--- src/rtl/flash_cmd_pkg.sv ---
package flash_cmd_pkg;
  typedef enum logic [1:0] {RM_ARRAY = 2'd0, RM_STATUS = 2'd1, RM_LOCK = 2'd2} rmode_t;
  typedef enum logic [1:0] {OP_PROG = 2'd0, OP_ERASE = 2'd1, OP_LOCK = 2'd2} op_kind_t;
  typedef enum logic [2:0] {S_CMD, S_PDATA, S_ECONF, S_LCONF, S_ISSUE, S_WAIT} seq_t;

  localparam logic [7:0] C_ARRAY   = 8'hFF;
  localparam logic [7:0] C_STATUS  = 8'h70;
  localparam logic [7:0] C_LOCKRD  = 8'h71;
  localparam logic [7:0] C_CLEAR   = 8'h50;
  localparam logic [7:0] C_PROG    = 8'h40;
  localparam logic [7:0] C_ERASE   = 8'h20;
  localparam logic [7:0] C_LOCKPG  = 8'h77;
  localparam logic [7:0] C_CONFIRM = 8'hD0;
endpackage

--- src/rtl/flash_cmd_decode.sv ---
module flash_cmd_decode
  import flash_cmd_pkg::*;
#(
  parameter int AW = 16
) (
  input  logic          clk,
  input  logic          rst_n,
  input  logic          wr_ok,
  input  logic [AW-1:0] wr_addr,
  input  logic [15:0]   wr_data,
  input  logic          op_ready,
  input  logic          done_valid,
  input  logic          done_fail,
  output rmode_t        rmode,
  output logic          op_valid,
  output logic [1:0]    op_kind,
  output logic [AW-1:0] op_addr,
  output logic [15:0]   op_data,
  output logic          busy,
  output logic          clr_req,
  output logic          bad_conf,
  output logic          fail_prog,
  output logic          fail_blk
);
  seq_t       st;
  op_kind_t   kind_q;
  logic [7:0] code;

  assign code = wr_data[7:0];

  always_ff @(posedge clk) begin
    if (!rst_n) begin
      st      <= S_CMD;
      rmode   <= RM_ARRAY;
      kind_q  <= OP_PROG;
      op_addr <= '0;
      op_data <= '0;
    end else begin
      case (st)
        S_CMD: if (wr_ok) begin
          case (code)
            C_ARRAY:  rmode <= RM_ARRAY;
            C_STATUS: rmode <= RM_STATUS;
            C_LOCKRD: rmode <= RM_LOCK;
            C_PROG:   st    <= S_PDATA;
            C_ERASE:  st    <= S_ECONF;
            C_LOCKPG: st    <= S_LCONF;
            default:  ;
          endcase
        end
        S_PDATA: if (wr_ok) begin
          kind_q  <= OP_PROG;
          op_addr <= wr_addr;
          op_data <= wr_data;
          rmode   <= RM_STATUS;
          st      <= S_ISSUE;
        end
        S_ECONF, S_LCONF: if (wr_ok) begin
          rmode <= RM_STATUS;
          if (code == C_CONFIRM) begin
            kind_q  <= (st == S_ECONF) ? OP_ERASE : OP_LOCK;
            op_addr <= wr_addr;
            op_data <= '0;
            st      <= S_ISSUE;
          end else begin
            st <= S_CMD;
          end
        end
        S_ISSUE: if (op_ready) st <= S_WAIT;
        S_WAIT:  if (done_valid) st <= S_CMD;
        default: st <= S_CMD;
      endcase
    end
  end

  assign op_valid  = (st == S_ISSUE);
  assign op_kind   = kind_q;
  assign busy      = (st == S_ISSUE) || (st == S_WAIT);
  assign clr_req   = wr_ok && (st == S_CMD) && (code == C_CLEAR);
  assign bad_conf  = wr_ok && ((st == S_ECONF) || (st == S_LCONF)) && (code != C_CONFIRM);
  assign fail_prog = (st == S_WAIT) && done_valid && done_fail && (kind_q == OP_PROG);
  assign fail_blk  = (st == S_WAIT) && done_valid && done_fail && (kind_q != OP_PROG);
endmodule

--- src/rtl/flash_cmd_status.sv ---
module flash_cmd_status (
  input  logic       clk,
  input  logic       rst_n,
  input  logic       busy,
  input  logic       clr_req,
  input  logic       bad_conf,
  input  logic       fail_prog,
  input  logic       fail_blk,
  output logic [7:0] sr,
  output logic [1:0] err_flags
);
  logic blk_err, prg_err;

  always_ff @(posedge clk) begin
    if (!rst_n) begin
      blk_err <= 1'b0;
      prg_err <= 1'b0;
    end else if (clr_req) begin
      blk_err <= 1'b0;
      prg_err <= 1'b0;
    end else begin
      blk_err <= blk_err | bad_conf | fail_blk;
      prg_err <= prg_err | bad_conf | fail_prog;
    end
  end

  assign sr        = {~busy, 1'b0, blk_err, prg_err, 4'b0000};
  assign err_flags = {blk_err, prg_err};
endmodule

--- src/rtl/flash_cmd_rdmux.sv ---
module flash_cmd_rdmux
  import flash_cmd_pkg::*;
(
  input  logic        rd_ok,
  input  rmode_t      rmode,
  input  logic [15:0] arr_rdata,
  input  logic [7:0]  sr,
  input  logic        lock_bit,
  output logic [15:0] rdata
);
  always_comb begin
    rdata = '0;
    if (rd_ok) begin
      case (rmode)
        RM_ARRAY:  rdata = arr_rdata;
        RM_STATUS: rdata = {8'h00, sr};
        RM_LOCK:   rdata = {15'd0, lock_bit};
        default:   rdata = '0;
      endcase
    end
  end
endmodule

--- src/rtl/flash_cmd_seq.sv ---
module flash_cmd_seq
  import flash_cmd_pkg::*;
#(
  parameter int            AW     = 16,
  parameter logic [AW-1:0] ROM_LO = 16'h8000
) (
  input  logic          clk,
  input  logic          rst_n,
  input  logic          bus_wr,
  input  logic          bus_rd,
  input  logic [AW-1:0] bus_addr,
  input  logic [15:0]   bus_wdata,
  output logic [15:0]   bus_rdata,
  output logic [AW-1:0] arr_raddr,
  input  logic [15:0]   arr_rdata,
  input  logic          lock_bit,
  output logic          op_valid,
  input  logic          op_ready,
  output logic [1:0]    op_kind,
  output logic [AW-1:0] op_addr,
  output logic [15:0]   op_data,
  input  logic          done_valid,
  input  logic          done_fail,
  output logic          flash_ready,
  output logic [1:0]    err_flags
);
  logic   in_win, wr_ok, rd_ok;
  logic   busy, clr_req, bad_conf, fail_prog, fail_blk;
  rmode_t rmode;
  logic [7:0] sr;

  assign in_win    = !bus_addr[0] && (bus_addr >= ROM_LO);
  assign wr_ok     = bus_wr && in_win;
  assign rd_ok     = bus_rd && in_win;
  assign arr_raddr = bus_addr;

  flash_cmd_decode #(.AW(AW)) u_dec (
    .clk(clk), .rst_n(rst_n), .wr_ok(wr_ok), .wr_addr(bus_addr), .wr_data(bus_wdata),
    .op_ready(op_ready), .done_valid(done_valid), .done_fail(done_fail),
    .rmode(rmode), .op_valid(op_valid), .op_kind(op_kind), .op_addr(op_addr),
    .op_data(op_data), .busy(busy), .clr_req(clr_req), .bad_conf(bad_conf),
    .fail_prog(fail_prog), .fail_blk(fail_blk)
  );

  flash_cmd_status u_stat (
    .clk(clk), .rst_n(rst_n), .busy(busy), .clr_req(clr_req), .bad_conf(bad_conf),
    .fail_prog(fail_prog), .fail_blk(fail_blk), .sr(sr), .err_flags(err_flags)
  );

  flash_cmd_rdmux u_mux (
    .rd_ok(rd_ok), .rmode(rmode), .arr_rdata(arr_rdata), .sr(sr),
    .lock_bit(lock_bit), .rdata(bus_rdata)
  );

  assign flash_ready = ~busy;
endmodule

--- config.mk ---
export PLATFORM = sky130hd
export DESIGN_NAME = flash_cmd_seq
export DESIGN_NICKNAME = d
export VERILOG_FILES = /design/src/rtl/flash_cmd_pkg.sv /design/src/rtl/flash_cmd_decode.sv /design/src/rtl/flash_cmd_status.sv /design/src/rtl/flash_cmd_rdmux.sv /design/src/rtl/flash_cmd_seq.sv
export SDC_FILE = /design/constraint.sdc
export NUM_CORES = 1
export LEC_CHECK = 0
export BUFFER_PORTS_ARGS = -buffer_cell sky130_fd_sc_hd__buf_2
export CAP_MARGIN = 0
export CORE_MARGIN = 2
export CORE_UTILIZATION = 44
export DETAILED_ROUTE_END_ITERATION = 10
export GPL_ROUTABILITY_DRIVEN = 0
export PLACE_DENSITY_LB_ADDON = 0.2
export SYNTH_ARGS = -nofsm -noshare
export SYNTH_HDL_FRONTEND = slang
export SYNTH_SLANG_ARGS = --single-unit
--- constraint.sdc ---
create_clock -name clk -period 2.6 [get_ports clk]
set_input_delay 0.65 -clock clk [delete_from_list [all_inputs] [get_ports clk]]
set_output_delay 0.65 -clock clk [all_outputs]
set_load 0.02 [all_outputs]
======== After elaboration in Yosys (flattened, before gate mapping) ========
Cells that the tools add are included.
word-level totals
  output and inout port bits .............. 70
  memory bits (read-only) ................. 0
  RAM bits ................................ 0
  flip-flop bits (word level) ............. 41
  memories kept ........................... 0
  latch bits .............................. 0
  input port bits ......................... 56
cells by class
  equality and inequality tests ........... 25
  add/sub/neg operators ................... 0
  reductions and logical operators ........ 26
  $mul .................................... 0
  bitwise operators ....................... 6
  div/mod/pow operators ................... 0
  mux-type cells .......................... 27
  order comparisons ....................... 1
  shift-type cells ........................ 0
operator list
  cell                                                       count
  2-to-1 mux 16 bit                                          7
  case mux 16 bit (2 select lines)                           2
  case mux 16 bit (3 select lines)                           1
  == test 8 x 7 -> 1 bit, second input constant              5
  2-to-1 mux 3 bit                                           6
  == test 8 bit, second input constant                       2
  greater-or-equal comparator 16 bit, second input constant  1
  case mux 3 bit (5 select lines)                            1
  2-to-1 mux 2 bit                                           6
  inequality test 2 x 1 -> 1 bit, second input constant      6
  logical AND 1 bit                                          11
  case mux 3 bit (3 select lines)                            1
  == test 8 x 6 -> 1 bit, second input constant              1
  inequality test 4 bit, second input constant               2
  inequality test 8 bit, second input constant               1
  case mux 2 bit (2 select lines)                            2
  AND reduction 4 bit                                        2
  == test 3 x 2 -> 1 bit, second input constant              2
  == test 3 bit, second input constant                       2
  case mux 2 bit (3 select lines)                            1
  AND reduction 6 bit                                        1
  nonzero test 2 bit                                         3
  zero test 2 bit                                            2
  bitwise OR 1 bit                                           4
  10 further kinds                                           13

======== Logic depth before layout (Yosys ltp) ========
  word-level depth ........................ 7
  mapped depth ............................ 6

======== By module ========
Synthesis repeated with hierarchy kept, for this count alone.
unflattened totals
  cells, all modules ...................... 281
  area, all modules ....................... 2339.7 um2
modules (own cells, without submodules)
  module            cells an instance  times used  area each (um2)
  flash_cmd_decode  215                1           1840.5
  flash_cmd_rdmux   29                 1           211.5
  flash_cmd_status  18                 1           146.4
  flash_cmd_seq     19                 1           141.4

======== Worst setup path before layout ========
Ideal clock, no wire load.
  path kind ............................... input to output
  from .................................... input port bus_addr[0]
  to ...................................... output port bus_rdata[7]
  data required time ...................... 1.950 ns
  setup slack ............................. 0.236 ns
  stages on the path ...................... 3
  arrival ................................. 1.714 ns
  cells stage by stage .................... nand3b_1 or2_2 a311oi_1
on the way
  word-level cells in the longest chain between the ends .. 4
ends and longest elaborated chain
  item                                                                          RTL line               source
  start: declaration                                                            flash_cmd_seq.sv:11    input logic [AW-1:0] bus_addr,
  greater-or-equal comparator 16 bit / zero test 1 bit (equally long branches)  flash_cmd_seq.sv:32    assign in_win = !bus_addr[0] && (bus_addr >= ROM_LO);
  logical AND 1 bit (*)                                                         flash_cmd_seq.sv:32
  logical AND 1 bit (*)                                                         flash_cmd_seq.sv:34    assign rd_ok = bus_rd && in_win;
  2-to-1 mux 16 bit (*)                                                         flash_cmd_rdmux.sv:13  if (rd_ok) begin
  end: declaration                                                              flash_cmd_seq.sv:13    output logic [15:0] bus_rdata,
Every way passes the cells marked *; elsewhere a longest branch is shown, timed or not.

======== Worst setup path in the final report ========
  from .................................... input port bus_addr[0]
  to ...................................... output port bus_rdata[1]
Same word-level chain as after synthesis.

==> results.ini <==
[global_route]
use_met1_pct = 28.1
antenna_found_initial = 0
grtUsageMet2_pct = 34.9
use_met3_pct = 4.74
grt_usage_pct = 21.1
grt.overflow.total = 0
grt_pass1_vias = 1987
gr-max-usage-layer = met2
grt_max_degree = 20
grt_pass1_wl_mm = 9.23

[power]
switching_power_uw = 291
pwr-share-comb_pct = 12.9
p_clk_share_pct = 33.4
ir_drop_mv = 0.371
intPower_uw = 879
swShare_pct = 24.9
leakagePower_nw = 1.30
pwr-share-seq_pct = 53.7
p_per_area_nw_per_um2 = 422

[layout]
fill_cells = 461
fin_cells = 436
num_antenna_cells = 0
fin_area_sq_um = 2770
multi_input_area_sq_um = 1070
area_growth_pct = 28.6
drive_above_1_share_pct = 41.2
final_nets = 424
regArea_sq_um = 821

[clock_tree]
cts_buffers = 5
postCtsSetupRepairBufs = 0
cts_root_buf = clkbuf_8
cts_buffer_depth = 2
path_clk_slew_ns = 0.07
cts_resized = 0
h-tree-depth = 2
cts_sinks = 41
worstSkewPairLatency_ns = 0.28
cts_tree = yes
cts_hold_buffers = 0

[setup_path]
crit_top_cell = buf_2
setup.worst_path.start = bus_addr[0]
crit_path_start_kind = input port
cpPeakStageDelay_ns = 0.32
r2r_cells = 4
r2r_end = u_dec.op_kind[1]
crit_chain = buf_2 > nand3b_1 > or2_2 > nor2_1 > buf_4 > and2_1 > buf_2
crit_fanout = 12
endpoint = bus_rdata[1]
required_ns = 1.95
reg2reg_from = u_dec.st[1]
end_kind = output pin
crit_slowest_cell = or2_2
rrSetupSlack_ns = 0.70
path_class = input port to output pin
worst_ep_arrival_time_ns = 1.79

[route]
wire_per_inst_um = 13.4
wirelength_mm = 5.84
vias = 2266
via_per_inst = 5.20
drtIter0Drc = 93
antenna_left = 0
drt-pass1-iter-count = 4
drc = 0

[floorplan]
core_sq_um = 4720
initial_core_util_pct = 45.6
rows = 25
top_level_ports = 126
dieHeight_um = 74.0
die_w_um = 74.0
die_area_sq_um = 5470

[logic_synthesis]
synth_edf_count = 0
synthArstFlopShare_pct = 0
netlist_instances = 265
yosys_warnings = 0
synth_area_per_cell_sq_um = 8.13
syn_area_sq_um = 2150
synth_seq_cells = 41
ys.flop_type = dfxtp_1
synthDistinctLibCells = 45
synth.net_count = 321
ys_seq_area_share_pct = 38.1

[status]
status = finished clean

[placement]
dpl.cell_count = 428
io_buffer_count = 125
dp_hpwl_mm = 4.29
dpl_cell_area_sq_um = 2690
place_ws_ns = 0.0492

[timing]
fin_crit_sh_pct = 93.9
rsz0062_at_grt = false
fin_skew_ns = 0.00349
setup_viol = 0
whs_ns = 0.436
max_freq_mhz = 410
slew_headroom_pct = 64.9
min_period_ns = 2.44
tns_ns = 0
slew_viol_final = 0
setup_ws_ns = 0.159
worstMarginPinSlew_ns = 0.522
hold_viol = 0

[worst_hold_path]
hp-class = flop to flop

[flow_run]
drv_cap = 0

-- power groups by stage --
stage                     clock network [mW]  logic [mW]  registers (mW)
after floorplan                            0      0.0864           0.642
after global placement                     0       0.150           0.643
after detailed placement                   0       0.151           0.643
after CTS                              0.402       0.152           0.628
after global routing                   0.433       0.166           0.628
final                                  0.390       0.151           0.628
-- stage by stage --
stage	utilization (%)	total power, mW
floorplan	-	0.729
global placement	57.0	0.793
detailed placement	57.0	0.794
CTS	58.6	1.18
global route	58.6	1.23
finish	58.6	1.17
-- worst max-delay path: cells and delay by family --
family                 cells  cell delay, ns
buffers and inverters      3            0.43
and+or+nand+nor            4            0.71
-- worst min path at each step --
| stage | depth (start not counted) | slack [ns] | to | start |
|---|---|---|---|---|
| after global placement | 2 | 0.42 | u_dec.op_addr[0] | u_dec.op_addr[0] |
| final | 2 | 0.44 | u_dec.op_addr[0] | u_dec.op_addr[0] |
| after CTS | 2 | 0.44 | u_dec.op_addr[0] | u_dec.op_addr[0] |
| after detailed placement | 2 | 0.43 | u_dec.op_addr[0] | u_dec.op_addr[0] |
| after floorplan | 2 | 0.45 | u_stat.blk_err | u_stat.blk_err |
| after global routing | 2 | 0.48 | u_dec.op_addr[0] | u_dec.op_addr[0] |
-- cells in the mapped netlist (2+ instances only) --
| master | instances | share of area (%) |
|---|---|---|
| dfxtp_1 | 41 | 38 |
| o21ai_0 | 29 | 6.7 |
| nand2_1 | 22 | 3.8 |
| buf_4 | 21 | 7.3 |
| a21oi_1 | 20 | 4.6 |
| nand3_1 | 18 | 4.2 |
| nand4_1 | 17 | 4.9 |
| and2_1 | 12 | 3.5 |
| clkbuf_1 | 12 | 2.1 |
| nor2_1 | 10 | 1.7 |
| o21ai_1 | 6 | 1.4 |
| inv_1 | 5 | 0.87 |
| nor3_1 | 5 | 1.2 |
| mux2i_1 | 4 | 1.9 |
| buf_2 | 3 | 0.70 |
| buf_6 | 3 | 1.6 |
| nand2b_1 | 3 | 0.87 |
| and3_1 | 2 | 0.58 |
| nand3b_1 | 2 | 0.70 |
| o211ai_1 | 2 | 0.70 |
| o41ai_1 | 2 | 0.81 |
| or2_2 | 2 | 0.58 |
| or3_2 | 2 | 0.70 |
-- flip-flops by register name (all words and copies together), names as in the netlist --
register	flops
u_dec.op_addr	16
u_stat.prg_err	1
u_dec.op_kind	2
u_stat.blk_err	1
u_dec.op_data	16
u_dec.rmode	2
u_dec.st	3
-- layout by cell type, fill, tap and decap left out, types with 2 or more instances in the layout --
master    netlist  layout
nor2_1         10       9
clkbuf_8        0       5
nand3_1        18      18
nor3_1          5       5
buf_2           3     125
o41ai_1         2       2
nand2b_1        3       3
nand2_1        22      22
clkbuf_1       12       3
or2_2           2       2
dfxtp_1        41      41
inv_1           5       5
and2_1         12      12
or3_2           2       2
buf_4          21      10
a21oi_1        20      20
nand4_1        17      17
mux2i_1         4       4
o211ai_1        2       2
o21ai_0        29      29
nand3b_1        2       2
and3_1          2       2
o21ai_1         6       6
-- cell type report --
class	count	share of cell area (%)
multi-input combinational	180	38.5
sequential	41	29.6
timing repair buffer	135	25.3
tap	67	3.03
clock buffer	8	2.89
inverter	5	0.678
-- per-layer routing --
metal  share of wire, %  vias to the layer above
li1                   -                     1143
met1                 44                     1019
met2                 48                      100
met3                8.0                        4
met4               0.48                        0
met5                  0                        -
-- kinds of logic after synthesis --
| logic type | Yosys count | synth area share (%) |
|---|---|---|
| AOI/OAI and AO/OA | 73 | 21.2 |
| and+or+nand+nor | 103 | 26.3 |
| muxes | 4 | 1.86 |
| DFF | 41 | 38.1 |
| buffers and inverters | 44 | 12.5 |
Power figures use the tool's default switching activity.
